===== config.mk =====
export PLATFORM = sky130hd
export DESIGN_NAME = sync_settle_tracker
export DESIGN_NICKNAME = d
export VERILOG_FILES = /design/src/rtl/sst_pkg.sv /design/src/rtl/sst_sync2.sv /design/src/rtl/sst_seq.sv /design/src/rtl/sst_settle.sv /design/src/rtl/sync_settle_tracker.sv
export SDC_FILE = /design/constraint.sdc
export NUM_CORES = 1
export LEC_CHECK = 0
export ABC_AREA = 1
export BUFFER_PORTS_ARGS = -buffer_cell sky130_fd_sc_hd__buf_4
export CORE_MARGIN = 4
export CORE_UTILIZATION = 50
export CTS_BUF_LIST = sky130_fd_sc_hd__clkbuf_4 sky130_fd_sc_hd__clkbuf_8
export DETAILED_ROUTE_END_ITERATION = 7
export PLACE_DENSITY = 0.82
export SYNTH_ARGS = -nofsm -noshare
export SYNTH_HDL_FRONTEND = slang
export SYNTH_HIERARCHICAL = 1
export SYNTH_SLANG_ARGS = --single-unit

===== constraint.sdc =====
create_clock -name mclk -period 4.4 [get_ports mclk]
set_clock_uncertainty 0.05 [all_clocks]
set_input_delay 0.88 -clock mclk [delete_from_list [all_inputs] [get_ports mclk]]
set_output_delay 0.88 -clock mclk [all_outputs]
set_load 0.01 [all_outputs]

===== src/rtl/sst_pkg.sv =====
package sst_pkg;
    typedef enum logic [1:0] {
        ST_HOLD     = 2'd0,
        ST_SETTLING = 2'd1,
        ST_SETTLED  = 2'd2,
        ST_INVALID  = 2'd3
    } sst_state_e;
endpackage


===== src/rtl/sst_sync2.sv =====
// Two-stage falling-edge synchronizer for the sync request.
module sst_sync2 #(
    parameter logic RST_VAL = 1'b1
) (
    input  logic clk,
    input  logic rst,
    input  logic d,
    output logic q
);
    logic meta;

    always_ff @(negedge clk) begin
        if (rst) begin
            meta <= RST_VAL;
            q    <= RST_VAL;
        end else begin
            meta <= d;
            q    <= meta;
        end
    end
endmodule


===== src/rtl/sst_seq.sv =====
// Filter sequence counter and output-period strobe.
module sst_seq #(
    parameter int PER_LO = 8,
    parameter int PER_HI = 16,
    parameter int CW     = 4
) (
    input  logic          clk,
    input  logic          rst,
    input  logic          start,
    input  logic          run_cur,
    input  logic          run_nxt,
    input  logic          dec_sel,
    output logic [CW-1:0] seq_cnt,
    output logic          strobe
);
    localparam int PW = CW + 1;

    logic [PW-1:0] per_q;

    always_ff @(negedge clk) begin
        if (rst)
            per_q <= PW'(PER_LO);
        else if (start)
            per_q <= dec_sel ? PW'(PER_HI) : PW'(PER_LO);
    end

    always_ff @(negedge clk) begin
        if (rst || start || !run_nxt)
            seq_cnt <= '0;
        else if (strobe)
            seq_cnt <= '0;
        else
            seq_cnt <= seq_cnt + 1'b1;
    end

    assign strobe = run_cur && ({1'b0, seq_cnt} == (per_q - PW'(1)));
endmodule


===== src/rtl/sst_settle.sv =====
// Remaining-settle-period counter, loaded at release.
module sst_settle #(
    parameter int SW = 8
) (
    input  logic          clk,
    input  logic          rst,
    input  logic          start,
    input  logic [SW-1:0] settle_in,
    input  logic          strobe,
    output logic          last
);
    logic [SW-1:0] rem;

    always_ff @(negedge clk) begin
        if (rst)
            rem <= '0;
        else if (start)
            rem <= settle_in;
        else if (strobe && (rem != '0))
            rem <= rem - 1'b1;
    end

    assign last = (rem == SW'(1));
endmodule


===== src/rtl/sync_settle_tracker.sv =====
module sync_settle_tracker #(
    parameter int MIN_LOW = 4,
    parameter int PER_LO  = 8,
    parameter int PER_HI  = 16,
    parameter int SW      = 8,
    localparam int CW     = $clog2(PER_HI),
    localparam int LW     = $clog2(MIN_LOW + 1)
) (
    input  logic          mclk,
    input  logic          rst,
    input  logic          sync_n,
    input  logic          dec_sel,
    input  logic [SW-1:0] settle_cnt,
    output logic [CW-1:0] seq_cnt,
    output logic          filt_run,
    output logic          out_strobe,
    output logic          settled,
    output logic          sync_viol
);
    import sst_pkg::*;

    sst_state_e state, state_nxt;
    logic       sync_s;
    logic [LW-1:0] low_cnt;
    logic       low_ok;
    logic       start;
    logic       run_nxt;
    logic       last_per;

    sst_sync2 #(.RST_VAL(1'b1)) u_sync (
        .clk (mclk),
        .rst (rst),
        .d   (sync_n),
        .q   (sync_s)
    );

    assign low_ok  = (low_cnt >= LW'(MIN_LOW));
    assign start   = (state == ST_HOLD) && sync_s && low_ok && !rst;
    assign run_nxt = !rst && ((state_nxt == ST_SETTLING) || (state_nxt == ST_SETTLED));

    sst_seq #(.PER_LO(PER_LO), .PER_HI(PER_HI), .CW(CW)) u_seq (
        .clk     (mclk),
        .rst     (rst),
        .start   (start),
        .run_cur (filt_run),
        .run_nxt (run_nxt),
        .dec_sel (dec_sel),
        .seq_cnt (seq_cnt),
        .strobe  (out_strobe)
    );

    sst_settle #(.SW(SW)) u_settle (
        .clk       (mclk),
        .rst       (rst),
        .start     (start),
        .settle_in (settle_cnt),
        .strobe    (out_strobe),
        .last      (last_per)
    );

    // Low-period counter, saturating at MIN_LOW
    always_ff @(negedge mclk) begin
        if (rst)
            low_cnt <= LW'(MIN_LOW);
        else if (!sync_s) begin
            if (state != ST_HOLD)
                low_cnt <= LW'(1);
            else if (!low_ok)
                low_cnt <= low_cnt + 1'b1;
        end
    end

    // Next-state logic
    always_comb begin
        state_nxt = state;
        unique case (state)
            ST_HOLD: begin
                if (sync_s) begin
                    if (!low_ok)
                        state_nxt = ST_INVALID;
                    else if (settle_cnt == '0)
                        state_nxt = ST_SETTLED;
                    else
                        state_nxt = ST_SETTLING;
                end
            end
            ST_SETTLING: begin
                if (!sync_s)
                    state_nxt = ST_HOLD;
                else if (out_strobe && last_per)
                    state_nxt = ST_SETTLED;
            end
            ST_SETTLED: begin
                if (!sync_s)
                    state_nxt = ST_HOLD;
            end
            ST_INVALID: begin
                if (!sync_s)
                    state_nxt = ST_HOLD;
            end
            default: state_nxt = ST_HOLD;
        endcase
    end

    // State register
    always_ff @(negedge mclk) begin
        if (rst)
            state <= ST_HOLD;
        else
            state <= state_nxt;
    end

    // Outputs decoded from state
    always_comb begin
        filt_run  = 1'b0;
        settled   = 1'b0;
        sync_viol = 1'b0;
        unique case (state)
            ST_HOLD:     ;
            ST_SETTLING: filt_run = 1'b1;
            ST_SETTLED: begin
                filt_run = 1'b1;
                settled  = 1'b1;
            end
            ST_INVALID:  sync_viol = 1'b1;
            default:     ;
        endcase
    end
endmodule


== Word level (Yosys, flattened, before mapping) ==
Index checks and enable logic that the tools add are counted.
Widths: inputs -> output; s select.

* Bits in registers: 24
* Input bits: 12
* Output and inout bits: 8

* $add $sub $neg: 4
* $lt $le $gt $ge: 1
* Equality and inequality tests: 8
* Multiplexer cells: 15
* Bitwise operators: 1
* Reductions and logical operators: 21

{| class="wikitable"
|+ Operator list
! operator !! count
|-
| $mux 8 || 2
|-
| $mux 2 || 6
|-
| $eq 8x1->1 const B || 1
|-
| $logic_not 8->1 || 1
|-
| $reduce_bool 8->1 || 1
|-
| $sub 8x1->8 const B || 1
|-
| $logic_and 1x1->1 || 7
|-
| $eq 2x2->1 const B || 3
|-
| $mux 3 || 2
|-
| $pmux 2 s3 || 1
|-
| $reduce_or 2->1 || 3
|-
| $eq 4x5->1 || 1
|-
| $mux 5 || 1
|-
| $sub 5x1->5 const B || 1
|-
| $add 4x1->4 const B || 1
|-
| $eq 2x1->1 const B || 2
|-
| $reduce_bool 2->1 || 2
|-
| $add 3x1->3 const B || 1
|-
| $ge 3x3->1 const B || 1
|-
| $logic_or 1x1->1 || 3
|-
| $mux 1 || 3
|-
| $logic_not 1->1 || 2
|-
| $logic_not 2->1 || 1
|-
| $ne 2x1->1 const B || 1
|-
| 2 further kinds || 2
|}

== Logic depth before layout (Yosys ltp) ==
Gate-level depths: netlist of the first run.

* Depth after elaboration: 14
* Mapped depth: 17
* Gate-level depth less buffers: 17

== Cells and area by module ==
The synthesis of the first run kept the hierarchy.

{| class="wikitable"
|+ Modules (own cells, without submodules)
! module !! instances !! cells an instance !! area each (um^2)
|-
| sst_settle || 1 || 102 || 629.4
|-
| sync_settle_tracker || 1 || 65 || 415.4
|-
| sst_seq || 1 || 32 || 262.8
|-
| sst_sync2 || 1 || 8 || 62.6
|}

==> impl_metrics.yaml, run 1 <==
clock_tree:
  cts-htree-levels: 1
  clk_pin_slew_worst_paths_ps: 80
  cts.sinks: 21
  cts_root_buf: "clkbuf_4"
  cts_tree: "built"
  clock_path_buffers: 2
  ctsHoldBuffers: 0
  clkLatencyLatePin_ps: 430
  cts_buffers: 3
sta:
  tns_ps: -430
  rsz0062_at_grt: "true"
  setup_ws_ps: -223
  holdWs_ps: 396
  slew_headroom_pct: 78.5
  slew_violations: 0
  setup_viol: 3
  tightest_slew_ps: 322
  finalHoldViolCount: 0
final_layout:
  drive_gt1_share_pct: 39.4
  fin_nets: 331
  syn_to_final_growth_pct: 63.3
  most-common-layout-cells: "74 x buf_4, 46 x nand2_1, 45 x inv_1, 27 x nor2_1"
  layout_commonest_cell: "buf_4"
  antennaDiodeCount: 0
  post-route-util_pct: 87.9
  post-route-cell-area_um2: 2240
global_route:
  grt_pass1_vias: 1950
  grt_pass1_wl_um: 9290
  antenna_found_initial: 0
  grt_max_degree: 14
  grtUsageTotal_pct: 35.2
  gr-total-overflow: 0
worst_setup_path:
  cp-start-kind: "flip-flop"
  end_kind: "output port"
  worst_ep_arrival_time_ps: 3690
  worstPathMaxFanout: 2
  cp_slowest_stage_delay_ps: 340
  path_class: "flip-flop to output port"
  crit_top_cell: "inv_2"
  path_cells: "inv_2 > ha_4 > inv_2 > nor2_4 > nand2_2 > inv_2 > buf_6"
  cp_slowest_cell: "dfxtp_2"
  worst-endpoint-required_ps: 3470
placement:
  globalplace.congestion: 0.838
  dpl_cell_area_um2: 1590
  dp_hpwl_um: 2230
  placement.io_buffers: 19
floorplanning:
  coreArea_um2: 2540
  die_area_um2: 3640
  die_h_um: 60.3
  fp.dieW_um: 60.3
  rows: 18
  initial_core_util_pct: 53.8
  ios: 20
synthesis:
  syn-num-nets: 230
  synth_cell_types: 26
  ys_ff_latch: 21
  avgSynthCellArea_um2: 6.62
  yosys_warnings: 6
  ys_seq_area_share_pct: 30.7
  synthCells: 207
  synth.cell_area_um2: 1370
route:
  routed_via_density: 5.82
  vias: 1961
  wirelength_um: 6200
  detail-route-antenna-nets: 0
  drtIter0Drc: 213
  drc_errors: 0
  first_pass_iters: 5
  avgRoutedWirePerCell_um: 18.4
power_and_ir_drop:
  power_density_nw_per_um2: 287
  irDropWorstVdd_mv: 0.398
  leakage_nw: 1.19
job:
  drv_cap: 0
min_path:
  hold_path_class: "flip-flop to flip-flop"
run_status:
  violations: "setup timing"
  status: "finished, violations left"
## kinds of logic after synthesis
family | share of synthesized area, %
xor gates and xnor gates | 1.92
adders and majority gates | 10.0
buffers and inverters | 10.6
DFF | 30.7
AOI/OAI and AO/OA | 9.86
and+or+nand+nor | 36.9
## per-layer routing
| layer | track usage (%) | vias to the layer above | wire length [um] |
|---|---|---|---|
| met2 | 59.6 | 183 | 2830 |
| met3 | 11.7 | 55 | 622 |
| li1 | - | 837 | - |
| met1 | 35.7 | 886 | 2260 |
| met5 | 0 | - | 0 |
| met4 | 26.9 | 0 | 498 |
## synth_stat cells
cell type | count | area share (%)
buf_4 | 1 | 0.55
xnor2_1 | 2 | 1.3
inv_1 | 33 | 9.0
nand2_4 | 2 | 1.6
or2_2 | 3 | 1.4
ha_1 | 11 | 10
a31oi_1 | 1 | 0.46
nor3_2 | 1 | 0.73
buf_2 | 2 | 0.73
o21ai_1 | 1 | 0.36
nor3b_1 | 1 | 0.55
nand2_1 | 51 | 14
dfxtp_1 | 21 | 31
nor2_4 | 1 | 0.82
nor3b_4 | 1 | 1.4
o21ai_0 | 8 | 2.9
xor2_1 | 1 | 0.64
inv_2 | 1 | 0.27
nand4_1 | 1 | 0.46
o21ai_4 | 1 | 1.2
nand3_1 | 18 | 6.6
a21oi_1 | 12 | 4.4
nand2_2 | 1 | 0.46
nand3_2 | 1 | 0.73
nor2_1 | 30 | 8.2
o21a_1 | 1 | 0.55
## path summary, 6_finish.rpt
kind	start	endpoint	slack (ps)	cells after the start
worst max register to register	state[1]$_SDFF_NP0_	u_seq/seq_cnt[3]$_SDFF_NP0_	10	32
worst min register to register	u_seq/seq_cnt[0]$_SDFF_NP0_	u_seq/seq_cnt[0]$_SDFF_NP0_	400	1
worst max-delay path	state[1]$_SDFF_NP0_	out_strobe	-220	7
worst min-delay path	u_seq/seq_cnt[0]$_SDFF_NP0_	u_seq/seq_cnt[0]$_SDFF_NP0_	400	1
## sequential cells by signal, indices dropped and copies added, names as in the netlist
name	cells
u_seq/per_q	2
u_sync/meta	1
low_cnt	3
state	2
u_sync/q	1
u_seq/seq_cnt	4
u_settle/rem	8
## timing repair
| action | in CTS | in global routing |
|---|---|---|
| setup endpoints to repair | 3 | 10 |
| pin swaps | 5 | 12 |
| setup buffers | 60 | 7 |
| gates resized for setup | 11 | 28 |
## critical path, delay by kind of cell, from the launching register on
family	cells	cell delay (ps)
buf+inv	4	280
simple gates	2	190
fa+ha+maj	1	270
flops	1	340
## stage by stage
step / worst slack [ps] / cells / power (mW)
2_1_floorplan: 12.5 / 207 / 0.370
3_3_place_gp: 72.0 / 260 / 0.410
3_5_place_dp: 46.4 / 260 / 0.412
4_1_cts: -151 / 341 / 0.591
5_1_grt: -278 / 337 / 0.683
6_report: -223 / 337 / 0.642
## layout make-up
type / instances / area, um^2
Clock buffer: 3 / 22.5
Clock inverter: 22 / 87.6
Fill cell: 125 / 308
Inverter: 30 / 113
Multi-Input combinational cell: 149 / 903
Sequential cell: 21 / 428
Tap cell: 30 / 37.5
Timing Repair Buffer: 82 / 646
## where the power goes
group | internal (mW) | switching, mW
registers | 0.205 | 0.0174
logic | 0.0905 | 0.127
clock network | 0.0610 | 0.142
Power figures use the tool's default switching activity.
==> inputs of run 2 (changes only) <==
--- a/config.mk
+++ b/config.mk
@@ -8,10 +8,9 @@
 export ABC_AREA = 1
 export BUFFER_PORTS_ARGS = -buffer_cell sky130_fd_sc_hd__buf_4
 export CORE_MARGIN = 4
-export CORE_UTILIZATION = 50
-export CTS_BUF_LIST = sky130_fd_sc_hd__clkbuf_4 sky130_fd_sc_hd__clkbuf_8
+export CORE_UTILIZATION = 40
 export DETAILED_ROUTE_END_ITERATION = 7
-export PLACE_DENSITY = 0.82
+export PLACE_DENSITY = 0.7
 export SYNTH_ARGS = -nofsm -noshare
 export SYNTH_HDL_FRONTEND = slang
 export SYNTH_HIERARCHICAL = 1
==> impl_metrics.yaml, run 2 (synthesis results as in run 1) <==
power_and_ir_drop:
  irDropWorstVdd_mv: 0.140
  power_uw: 562
  leakage_nw: 1.05
  power_density_nw_per_um2: 287
sta:
  tightest_slew_ps: 322
  slew_headroom_pct: 78.4
  setup_ws_ps: -122
  slew_violations: 0
  holdWs_ps: 365
  tns_ps: -122
  finalHoldViolCount: 0
  setup_viol: 1
  rsz0062_at_grt: "true"
floorplanning:
  initial_core_util_pct: 43.5
  die_area_um2: 4430
  ios: 20
  die_h_um: 66.5
  rows: 20
  fp.dieW_um: 66.5
  coreArea_um2: 3150
run_status:
  status: "finished, violations left"
  violations: "setup timing"
worst_setup_path:
  path_class: "flip-flop to output port"
  worst_ep_arrival_time_ps: 3590
  reg2reg_slack_ps: 240
  cp-start-kind: "flip-flop"
  worst-endpoint-required_ps: 3470
  r2r_end: "u_seq/seq_cnt[3]$_SDFF_NP0_"
  worstPathMaxFanout: 2
  worstReg2RegStart: "state[1]$_SDFF_NP0_"
  rr_worst_depth: 32
  end_kind: "output port"
placement:
  dp_hpwl_um: 2330
  dp.cells: 274
  dpl_cell_area_um2: 1600
  globalplace.congestion: 0.878
  placement.io_buffers: 19
clock_tree:
  clock_path_buffers: 2
  cts_buffers: 3
  cts_tree: "built"
  cts.sinks: 21
  cts_root_buf: "clkbuf_4"
  clkLatencyLatePin_ps: 390
  clk_pin_slew_worst_paths_ps: 40
  cts-htree-levels: 1
global_route:
  gr-total-overflow: 0
  grt_pass1_wl_um: 6240
  grt_max_degree: 14
  antenna_found_initial: 0
  grtUsageTotal_pct: 18.2
  grt_pass1_vias: 1494
final_layout:
  layout_commonest_cell: "buf_4"
  top_register: "u_settle/rem"
  top_regs: "u_settle/rem x8, u_seq/seq_cnt x4, low_cnt x3"
  most-common-layout-cells: "53 x buf_4, 51 x nand2_1, 46 x inv_1, 27 x nor2_1, 18 x nand3_1"
  largest_reg_flops: 8
  antennaDiodeCount: 0
  syn_to_final_growth_pct: 42.7
  fin_nets: 303
  post-route-cell-area_um2: 1960
  drive_gt1_share_pct: 30.1
  instances_no_fill: 323
route:
  avgRoutedWirePerCell_um: 11.5
  first_pass_iters: 4
  drtIter0Drc: 105
  vias: 1505
  wirelength_um: 3710
  detail-route-antenna-nets: 0
  drc_errors: 0
  routed_via_density: 4.66
min_path:
  min_to: "u_sync/q$_SDFF_NP1_"
  hold_path_depth: 2
  hold_path_class: "flip-flop to flip-flop"
  hold_path_startpoint: "u_sync/meta$_SDFF_NP1_"
job:
  drv_cap: 0
[run 2: cell count changes in the layout (fill, tap and decap cells not counted), moves of 2 or more]
| cell | previous run | this run |
|---|---|---|
| buf_4 | 74 | 53 |
| buf_6 | 8 | 1 |
| ha_1 | 6 | 8 |
| ha_4 | 4 | 1 |
| nand2_1 | 46 | 51 |
| nand2_2 | 5 | 0 |
| nor2_2 | 1 | 3 |
| nor2_4 | 3 | 1 |
[run 2: metrics by stage]
stage	worst slack (ps)	utilization, %
2_1_floorplan	12.5	-
3_3_place_gp	75.4	50.8
3_5_place_dp	0.153	50.8
4_1_cts	-129	62.5
5_1_grt	-251	62.0
6_report	-122	62.0
[run 2: critical path, cell delays in order (launching register included)]
cell	delay [ps]
dfxtp_2	320
inv_2	50
ha_4	260
inv_2	30
nor2_1	90
nand2_1	80
inv_2	70
buf_6	100
[run 2: repair_timing]
item / 4_1_cts / 5_1_grt
gates resized for setup: 13 / 5
setup buffers: 32 / 0
pin swaps: 3 / 3
setup endpoints to repair: 3 / 6
hold buffers: 0 / 0
[run 2: power breakdown]
group	switching, mW	total [mW]	internal, mW
Sequential	0.0153	0.221	0.205
Combinational	0.0962	0.166	0.0696
Clock	0.115	0.175	0.0604
[run 2: metal layers]
metal / track usage, % / up-vias / wire length [um]
met5: 0 / - / 0
met4: 8.88 / 0 / 76
met3: 6.24 / 8 / 206
li1: - / 784 / -
met1: 20.1 / 668 / 1610
met2: 31.0 / 45 / 1820
[run 2: worst max-delay path by stage]
stage                                   start                      endpoint  slack, ps  depth (start not counted)
after floorplan                           rst  u_settle/rem[6]$_SDFFE_NP0P_         10                          8
after global placement          settle_cnt[0]   u_seq/seq_cnt[3]$_SDFF_NP0_         80                         13
after detailed placement        settle_cnt[0]   u_seq/seq_cnt[1]$_SDFF_NP0_        0.2                         13
after CTS                 state[0]$_SDFF_NP0_                    out_strobe       -130                          7
after global routing      state[0]$_SDFF_NP0_                    out_strobe       -250                          7
final                     state[1]$_SDFF_NP0_                    out_strobe       -120                          7
[run 2: final cells by class]
type,count,area (um^2)
Inverter,30,113
Clock inverter,22,87.6
Clock buffer,3,22.5
Timing Repair Buffer,54,409
Tap cell,44,55.1
Multi-Input combinational cell,149,843
Fill cell,298,1200
Sequential cell,21,425
